### src/rtl/skew_issue_pkg.sv
package skew_issue_pkg;

  typedef enum logic [1:0] {
    CLS_ALU   = 2'd0,
    CLS_LOAD  = 2'd1,
    CLS_STORE = 2'd2,
    CLS_RSVD  = 2'd3
  } cand_class_e;

  // True when the class reads its operands in the address pipe.
  function automatic logic is_addr_consumer(input logic [1:0] cls);
    return cls != CLS_ALU;
  endfunction

  // True when the class produces a register result.
  function automatic logic is_producer(input logic [1:0] cls);
    return (cls == CLS_ALU) || (cls == CLS_LOAD);
  endfunction

endpackage

### src/rtl/skew_scoreboard.sv
module skew_scoreboard #(
  parameter int NREG  = 32,
  parameter int IDX_W = 5,
  parameter int CNT_W = 3
) (
  input  logic             clk,
  input  logic             rst,
  input  logic             wr_en,
  input  logic [IDX_W-1:0] wr_idx,
  input  logic [CNT_W-1:0] wr_val,
  input  logic [IDX_W-1:0] rd_a,
  input  logic [IDX_W-1:0] rd_b,
  output logic [CNT_W-1:0] cnt_a,
  output logic [CNT_W-1:0] cnt_b
);

  logic [CNT_W-1:0] cnt_q [NREG];

  for (genvar g = 0; g < NREG; g++) begin : g_reg
    if (g == 0) begin : g_zero
      // Register 0 is hard-wired: it never carries a dependency.
      assign cnt_q[g] = '0;
    end else begin : g_track
      logic [CNT_W-1:0] c;
      always_ff @(posedge clk) begin
        if (rst) begin
          c <= '0;
        end else if (wr_en && (wr_idx == IDX_W'(g))) begin
          c <= wr_val;
        end else if (c != '0) begin
          c <= c - 1'b1;
        end
      end
      assign cnt_q[g] = c;
    end
  end

  assign cnt_a = cnt_q[rd_a];
  assign cnt_b = cnt_q[rd_b];

endmodule

### src/rtl/skew_hazard_check.sv
module skew_hazard_check
  import skew_issue_pkg::*;
#(
  parameter int CNT_W = 3,
  parameter int SKEW  = 1
) (
  input  logic [1:0]       cls,
  input  logic [CNT_W-1:0] cnt_a,
  input  logic [CNT_W-1:0] cnt_b,
  output logic             hazard
);

  // A counter holds the cycles left before an address-pipe reader may issue.
  // An ALU reader uses its operands SKEW cycles later, so it may issue
  // while up to SKEW cycles still remain.
  localparam logic [CNT_W-1:0] ALU_SLACK = CNT_W'(SKEW);

  logic addr_side;
  logic haz_a, haz_b;

  always_comb begin
    addr_side = is_addr_consumer(cls);
    if (addr_side) begin
      haz_a = cnt_a != '0;
      haz_b = cnt_b != '0;
    end else begin
      haz_a = cnt_a > ALU_SLACK;
      haz_b = cnt_b > ALU_SLACK;
    end
    hazard = haz_a || haz_b;
  end

endmodule

### src/rtl/skew_issue_lock.sv
module skew_issue_lock
  import skew_issue_pkg::*;
#(
  parameter int NREG     = 32,
  parameter int LOAD_LAT = 4,
  parameter int ALU_LAT  = 1,
  parameter int SKEW     = 1,
  parameter int IDX_W    = $clog2(NREG)
) (
  input  logic             clk,
  input  logic             rst,
  input  logic             cand_valid,
  input  logic [1:0]       cand_class,
  input  logic [IDX_W-1:0] cand_src_a,
  input  logic [IDX_W-1:0] cand_src_b,
  input  logic [IDX_W-1:0] cand_dst,
  output logic             issue_ok,
  output logic             stall
);

  // Issue distances, measured for an address-pipe reader.
  localparam int LOAD_DIST = LOAD_LAT;
  localparam int ALU_DIST  = ALU_LAT + SKEW;
  localparam int MAX_DIST  = (LOAD_DIST > ALU_DIST) ? LOAD_DIST : ALU_DIST;
  localparam int CNT_W     = $clog2(MAX_DIST + 1);
  localparam logic [CNT_W-1:0] LOAD_SET = CNT_W'(LOAD_DIST - 1);
  localparam logic [CNT_W-1:0] ALU_SET  = CNT_W'(ALU_DIST - 1);

  logic [CNT_W-1:0] cnt_a, cnt_b;
  logic             hazard;
  logic             fire;
  logic             wr_en;
  logic [CNT_W-1:0] wr_val;

  skew_scoreboard #(
    .NREG (NREG),
    .IDX_W(IDX_W),
    .CNT_W(CNT_W)
  ) i_sb (
    .clk   (clk),
    .rst   (rst),
    .wr_en (wr_en),
    .wr_idx(cand_dst),
    .wr_val(wr_val),
    .rd_a  (cand_src_a),
    .rd_b  (cand_src_b),
    .cnt_a (cnt_a),
    .cnt_b (cnt_b)
  );

  skew_hazard_check #(
    .CNT_W(CNT_W),
    .SKEW (SKEW)
  ) i_hz (
    .cls   (cand_class),
    .cnt_a (cnt_a),
    .cnt_b (cnt_b),
    .hazard(hazard)
  );

  always_comb begin
    fire   = cand_valid && !hazard;
    wr_en  = fire && is_producer(cand_class) && (cand_dst != '0);
    wr_val = (cand_class == CLS_LOAD) ? LOAD_SET : ALU_SET;
  end

  assign issue_ok = fire;
  assign stall    = cand_valid && hazard;

endmodule

### config.mk
export PLATFORM = sky130hd
export DESIGN_NAME = skew_issue_lock
export DESIGN_NICKNAME = d
export VERILOG_FILES = /design/src/rtl/skew_issue_pkg.sv /design/src/rtl/skew_scoreboard.sv /design/src/rtl/skew_hazard_check.sv /design/src/rtl/skew_issue_lock.sv
export SDC_FILE = /design/constraint.sdc
export NUM_CORES = 1
export LEC_CHECK = 0
export BUFFER_PORTS_ARGS = -buffer_cell sky130_fd_sc_hd__buf_2
export CAP_MARGIN = 20
export CORE_MARGIN = 2
export CORE_UTILIZATION = 45
export CTS_CLUSTER_SIZE = 25
export DETAILED_ROUTE_END_ITERATION = 6
export PLACE_DENSITY = 0.72
export SLEW_MARGIN = 20
export SYNTH_ARGS = -nofsm -noshare
export SYNTH_HDL_FRONTEND = slang
export SYNTH_SLANG_ARGS = --single-unit
### constraint.sdc
create_clock -name clk -period 3.2 [get_ports clk]
set_clock_uncertainty 0.05 [all_clocks]
set_input_delay 0.64 -clock clk [delete_from_list [all_inputs] [get_ports clk]]
set_output_delay 0.64 -clock clk [all_outputs]
set_load 0.005 [all_outputs]
==> flow_summary.ini, run 1 <==
[status]
status = complete, no violations

[cells_and_area]
layout.nets = 917
drive_gt1_share_pct = 17.3
top_register = i_sb.g.g_track.c
stdcell_area_um2 = 7610
diodes = 0
largest_reg_flops = 93
syn2layout_area_growth_pct = 13.9
largestRegisters = i_sb.g.g_track.c x93

[global_route]
grt_antenna_before_repair = 0
grt_overflow = 0
globalRouteTotalUtil_pct = 21.5
grt_pass1_wl_um = 27100
grt_max_degree = 94
grt_pass1_vias = 5495

[placement]
gp_congestion = 0.938
hpwl_um = 11800
port_buffers = 21
placed_area_um2 = 7250

[timing]
fin_tns_setup_ns = 0
setup_viol_count_final = 0
finalHoldViolations = 0
max_freq_mhz = 316
worstMarginPinSlew_ns = 0.497
maxSlewHeadroom_pct = 66.9
period_needed_ns = 3.16
slew_viol_final = 0
fin_crit_sh_pct = 98.8
hold-worst-slack_ns = 0.529

[clocking]
cts_max_level = 3
clk_latency_ns = 0.36
cts_tree = yes
numClockSinks = 93
clock_path_buffers = 2
cts_buffers = 9
clk_pin_slew_ns = 0.07
cts-hold-fix-buffers = 0
post_cts_buffers = 0
clock-root-buffer = clkbuf_16

[floorplan]
rows = 44
core_um2 = 14500
die_w_um = 126
die_h_um = 126
io_pins = 22
initial_core_util_pct = 46.0
die_area_um2 = 15800

[drt]
ant_nets = 0
wl_um = 16400
route.detailed.drc = 0
routedWlPerCell_um = 16.1
avgViaCountPerCell = 5.56
via_count = 5689
first_pass_iters = 5
drt_iter0_markers = 383

[setup_path]
reg2reg_depth = 7
path_class = in2out
setup.worst_path.start_class = input pin
cp-end-kind = output port
cp_num_buf_inv = 3
crit_cells = 9
max_stage_delay_ns = 0.53
critPathRequiredTime_ns = 2.51
cp_max_fo = 4
slowest_stage = mux4_2
cpMostUsedCell = buf_2
path_cells = buf_2, inv_2, mux4_2, mux2_2, o211ai_1, o211ai_4, and3_4, and2_1, buf_2
cp_top_family = multiplexers
arrival_ns = 2.47

[logic_synthesis]
yosysUniqueCellTypes = 53
postSynthAreaPerCell_um2 = 8.41
synth-main-ff-cell = dfxtp_1
synth-edff-count = 0
synth.area.top_cells = dfxtp_1, ha_1, nor2_1
synthCells = 794
syn_nets = 876
synth_common_cells = nor2_1, dfxtp_1, inv_1
synth.most_common_cell = nor2_1
yosysTopAreaCellShare_pct = 27.9
yosysWarnings = 0
netlist_area_um2 = 6680
synth-async-reset-ratio_pct = 0
synth_sequential_area_ratio_pct = 27.9
ys_ff_latch = 93
synth_top_area_cell = dfxtp_1

[hold_path]
hp-class = reg2reg
min_path_cells = 2

[job]
maxCapViolCount = 0

[pwr]
p_per_area_nw_per_um2 = 984
max-vdd-ir-drop_uv = 522
leakage_nw = 3.26
## cells by family after synthesis
kind of cell	synth area share, %
simple gates	23.8
compound gates	11.8
buf+inv	8.11
flops	27.9
fa+ha+maj	11.6
mux	12.7
xor+xnor	4.06
## cells in the final DEF, fill, tap and decap left out, types with 6 or more instances in the layout
cell type and n:
clkbuf_16 9, nand2b_1 6, buf_4 40, a211oi_1 9
nor3_1 17, mux2_2 6, nand2_1 42, nor2_1 128
and3b_1 25, dfxtp_1 93, nor4_1 6, a21oi_1 68
ha_1 62, xor2_1 30, nand4_2 23, buf_2 19
o21ai_0 30, mux4_2 18, mux2_1 29, nor3b_2 6
nand4_1 8, inv_1 93
## per-layer routing
layer / wire length, um / share of wire [%] / global-route usage, % / vias up
li1: - / - / - / 2838
met4: 594 / 3.6 / 9.11 / 0
met3: 976 / 5.9 / 5.56 / 42
met1: 7160 / 44 / 26.8 / 2647
met2: 7690 / 47 / 35.4 / 162
met5: 0 / 0 / 0 / -
## through the flow
stage | setup WS (ns) | total power [mW] | utilization, % | cells
detailed placement | -0.0686 | 6.31 | 49.9 | 1008
global placement | -0.0769 | 6.15 | 49.9 | 1008
CTS | 0.0117 | 7.47 | 52.0 | 1023
global route | -0.0164 | 8.27 | 52.4 | 1023
floorplan | 0.0700 | 5.39 | - | 794
finish | 0.0370 | 7.49 | 52.4 | 1023
## cell type report
| cell class | count | area (um2) |
|---|---|---|
| fillers | 1372 | 6930 |
| multi-input cells | 571 | 4360 |
| flip-flops and latches | 93 | 1860 |
| repair buffers | 64 | 495 |
| inverters | 96 | 360 |
| clock buffers | 11 | 253 |
| well taps | 184 | 230 |
| clock inverters | 4 | 47.5 |
## report_power, final
part	internal, mW	total, mW	switching, mW
registers	1.73	2.26	0.531
clock network	0.641	1.12	0.475
logic	1.93	4.11	2.18
## worst min-delay path, cell delays in order, from the launching register on
cell     delay (ns)
dfxtp_1        0.32
a21oi_1        0.16
nor3b_2        0.06
## worst paths after layout
check | end | slack [ns] | startpoint
worst max register to register | i_sb.g_reg[25].g_track.c[1]$_SDFFE_PP0P_ | 0.58 | i_sb.g_reg[31].g_track.c[0]$_SDFFE_PP0P_
worst max-delay path | issue_ok | 0.04 | cand_src_a[0]
worst min register to register | i_sb.g_reg[25].g_track.c[2]$_SDFFE_PP0P_ | 0.53 | i_sb.g_reg[25].g_track.c[2]$_SDFFE_PP0P_
worst min-delay path | i_sb.g_reg[25].g_track.c[2]$_SDFFE_PP0P_ | 0.53 | i_sb.g_reg[25].g_track.c[2]$_SDFFE_PP0P_
## repair_timing
| action | CTS | global route |
|---|---|---|
| gates resized for setup | 3 | 11 |
| endpoints found under the setup margin | 2 | 2 |
| pin swaps | 0 | 1 |
(Power assumes the default switching activity.)
==> run 2: changes to the inputs <==
--- a/config.mk
+++ b/config.mk
@@ -5,13 +5,15 @@
 export SDC_FILE = /design/constraint.sdc
 export NUM_CORES = 1
 export LEC_CHECK = 0
+export ABC_AREA = 1
 export BUFFER_PORTS_ARGS = -buffer_cell sky130_fd_sc_hd__buf_2
 export CAP_MARGIN = 20
-export CORE_MARGIN = 2
+export CORE_MARGIN = 3
 export CORE_UTILIZATION = 45
 export CTS_CLUSTER_SIZE = 25
 export DETAILED_ROUTE_END_ITERATION = 6
 export PLACE_DENSITY = 0.72
+export SETUP_SLACK_MARGIN = 0.3
 export SLEW_MARGIN = 20
 export SYNTH_ARGS = -nofsm -noshare
 export SYNTH_HDL_FRONTEND = slang
==> run 2 against run 1 <==
Power fell by 8.7%. Register-to-register slack improved by 0.24 ns. Maximum frequency rose by 13%. Synthesized area rose by 4.5%. Non-clock buffer count fell by 23. Design area rose by 1.1%. Routed wire length rose by 15%. Final cell count rose by 26%. Sequential share of layout area fell by 0.27 points. Clock power barely moved. Flip-flop and latch count did not move. Critical path depth rose by 4.
==> flow_summary.ini, run 2 <==
[status]
status = complete, no violations

[cells_and_area]
stdcell_area_um2 = 7690
drive_gt1_share_pct = 9.48
final_cell_mix = nand2_1, inv_1, nor2_1, nand3_1, a21oi_1
largest_reg_flops = 93
diodes = 0
largestRegisters = i_sb.g.g_track.c x93
syn2layout_area_growth_pct = 10.2
layout.nets = 1185
final_common_cell = nand2_1
fin_cells = 1292
top_register = i_sb.g.g_track.c

[clocking]
cts_buffers = 9
clock-root-buffer = clkbuf_16
clk_pin_slew_ns = 0.06
cts_tree = yes
clk_latency_ns = 0.36
clock_path_buffers = 2
cts_max_level = 3
numClockSinks = 93

[drt]
first_pass_iters = 5
drt_iter0_markers = 652
routedWlPerCell_um = 14.6
route.detailed.drc = 0
avgViaCountPerCell = 5.27
wl_um = 18900
ant_nets = 0
via_count = 6807

[timing]
period_needed_ns = 2.81
slew_viol_final = 0
fin_crit_sh_pct = 87.8
fin_tns_setup_ns = 0
setup_viol_count_final = 0
rsz0062_at_grt = false
finalHoldViolations = 0
maxSlewHeadroom_pct = 47.4
worstMarginPinSlew_ns = 0.789
max_freq_mhz = 356

[global_route]
grt_overflow = 0
grt_antenna_before_repair = 0
grt_pass1_wl_um = 31000
grt_pass1_vias = 6140
grt_max_degree = 62
globalRouteTotalUtil_pct = 23.0

[logic_synthesis]
syn_nets = 1174
yosysUniqueCellTypes = 29
synthXorXnorAreaFrac_pct = 4.02
synth_top_family_by_area = simple AND/OR/NAND/NOR gates
synth.most_common_cell = nand2_1
synth.area.top_cells = dfxtp_1, nand2_1, ha_1
netlist_area_um2 = 6980
postSynthAreaPerCell_um2 = 6.39
synth_compound_area_share_pct = 15.3
synth-async-reset-ratio_pct = 0
synthSimpleGateAreaFrac_pct = 28.9
ys_ff_latch = 93
synthAdderAreaFrac_pct = 11.1
synthCells = 1092
synth-edff-count = 0
synth_sequential_area_ratio_pct = 26.7
yosysTopAreaCellShare_pct = 26.7
yosysWarnings = 0
synth-main-ff-cell = dfxtp_1
synthMuxAreaShare_pct = 0.143
synth_common_cells = nand2_1, inv_1, nand3_1, nor2_1, a21oi_1
synth_top_area_cell = dfxtp_1

[placement]
hpwl_um = 13600
dp_cells = 1269
placed_area_um2 = 7180
port_buffers = 21
gp_congestion = 1.01

[setup_path]
setup.worst_path.start_class = input pin
path_class = in2out
critPathRequiredTime_ns = 2.51
arrival_ns = 2.12
cp_max_fo = 18
cp-end-kind = output port

[hold_path]
hp-class = reg2reg

[floorplan]
io_pins = 22
core_um2 = 14900
die_h_um = 131
rows = 44
die_area_um2 = 17000
die_w_um = 131
initial_core_util_pct = 47.0

[pwr]
leakage_nw = 3.77
max-vdd-ir-drop_uv = 472
power_mw = 6.83
p_per_area_nw_per_um2 = 888

[job]
maxCapViolCount = 0
run 2: changes by cell type after synthesis, moves of 16 or more:
cell,before,now
o21ai_0,30,79
nor3_1,17,1
a21oi_1,68,107
nand2_1,42,222
mux4_2,18,0
inv_1,93,180
nand3_1,5,115
nand4_2,23,0
mux2_1,29,0
and3b_1,25,0
run 2: critical path: stages:
cell and delay [ns]:
clkbuf_4 0.22, inv_8 0.16, nand3_1 0.09, nand3_1 0.09
nand3_1 0.12, nand3_1 0.17, nand3_1 0.09, nor2_1 0.13
nor2_2 0.07, nor2_4 0.13, nand2_1 0.06, inv_1 0.04
buf_2 0.10
run 2: cell type report:
type / count / area [um2]
inverters: 185 / 717
fillers: 1542 / 7170
repair buffers: 41 / 343
flip-flops and latches: 93 / 1860
multi-input cells: 772 / 4220
clock buffers: 12 / 267
repair inverters: 1 / 5.00
clock inverters: 4 / 55.1
well taps: 184 / 230
run 2: kinds of logic after synthesis:
logic type      after synthesis
simple gates                474
buf+inv                     227
compound gates              203
flops                        93
fa+ha+maj                    62
xor+xnor                     32
mux                           1
run 2: what timing repair did:
action,CTS,global route
setup endpoints to repair,2,2
endpoints found under the hold margin,0,0
buffers inserted,0,5
hold buffers,0,0
cloned,0,2
gates resized for setup,7,34
pin swaps,0,7
run 2: where the power goes:
part	leakage (nW)	switching [mW]	total, mW	internal (mW)
clock	0.155	0.480	1.15	0.672
combinational	2.84	2.14	3.63	1.49
sequential	0.776	0.376	2.05	1.68
total	3.77	2.99	6.83	3.84
run 2: worst paths after layout:
kind / from / end / slack [ns] / depth (start not counted)
worst min-delay path: i_sb.g_reg[14].g_track.c[2]$_SDFFE_PP0P_ / i_sb.g_reg[14].g_track.c[2]$_SDFFE_PP0P_ / 0.49 / 2
worst max register to register: i_sb.g_reg[5].g_track.c[2]$_SDFFE_PP0P_ / i_sb.g_reg[10].g_track.c[1]$_SDFFE_PP0P_ / 0.82 / 15
worst max-delay path: cand_src_b[1] / issue_ok / 0.39 / 13
worst min register to register: i_sb.g_reg[14].g_track.c[2]$_SDFFE_PP0P_ / i_sb.g_reg[14].g_track.c[2]$_SDFFE_PP0P_ / 0.49 / 2
run 2: stage by stage:
step / hold WS [ns] / setup slack (ns) / utilization (%)
floorplan: 0.440 / 0.728 / -
global placement: 0.460 / 0.114 / 48.3
detailed placement: 0.481 / 0.150 / 48.3
CTS: 0.490 / 0.375 / 50.6
global route: 0.526 / 0.272 / 51.8
finish: 0.492 / 0.389 / 51.8
run 2: routing by layer:
metal	vias to the layer above	share of wire (%)	GRT usage (%)
met1	3076	48	32.3
met3	31	6.3	4.55
met5	-	0	0
li1	3496	-	-
met4	0	2.6	9.80
met2	204	43	34.4
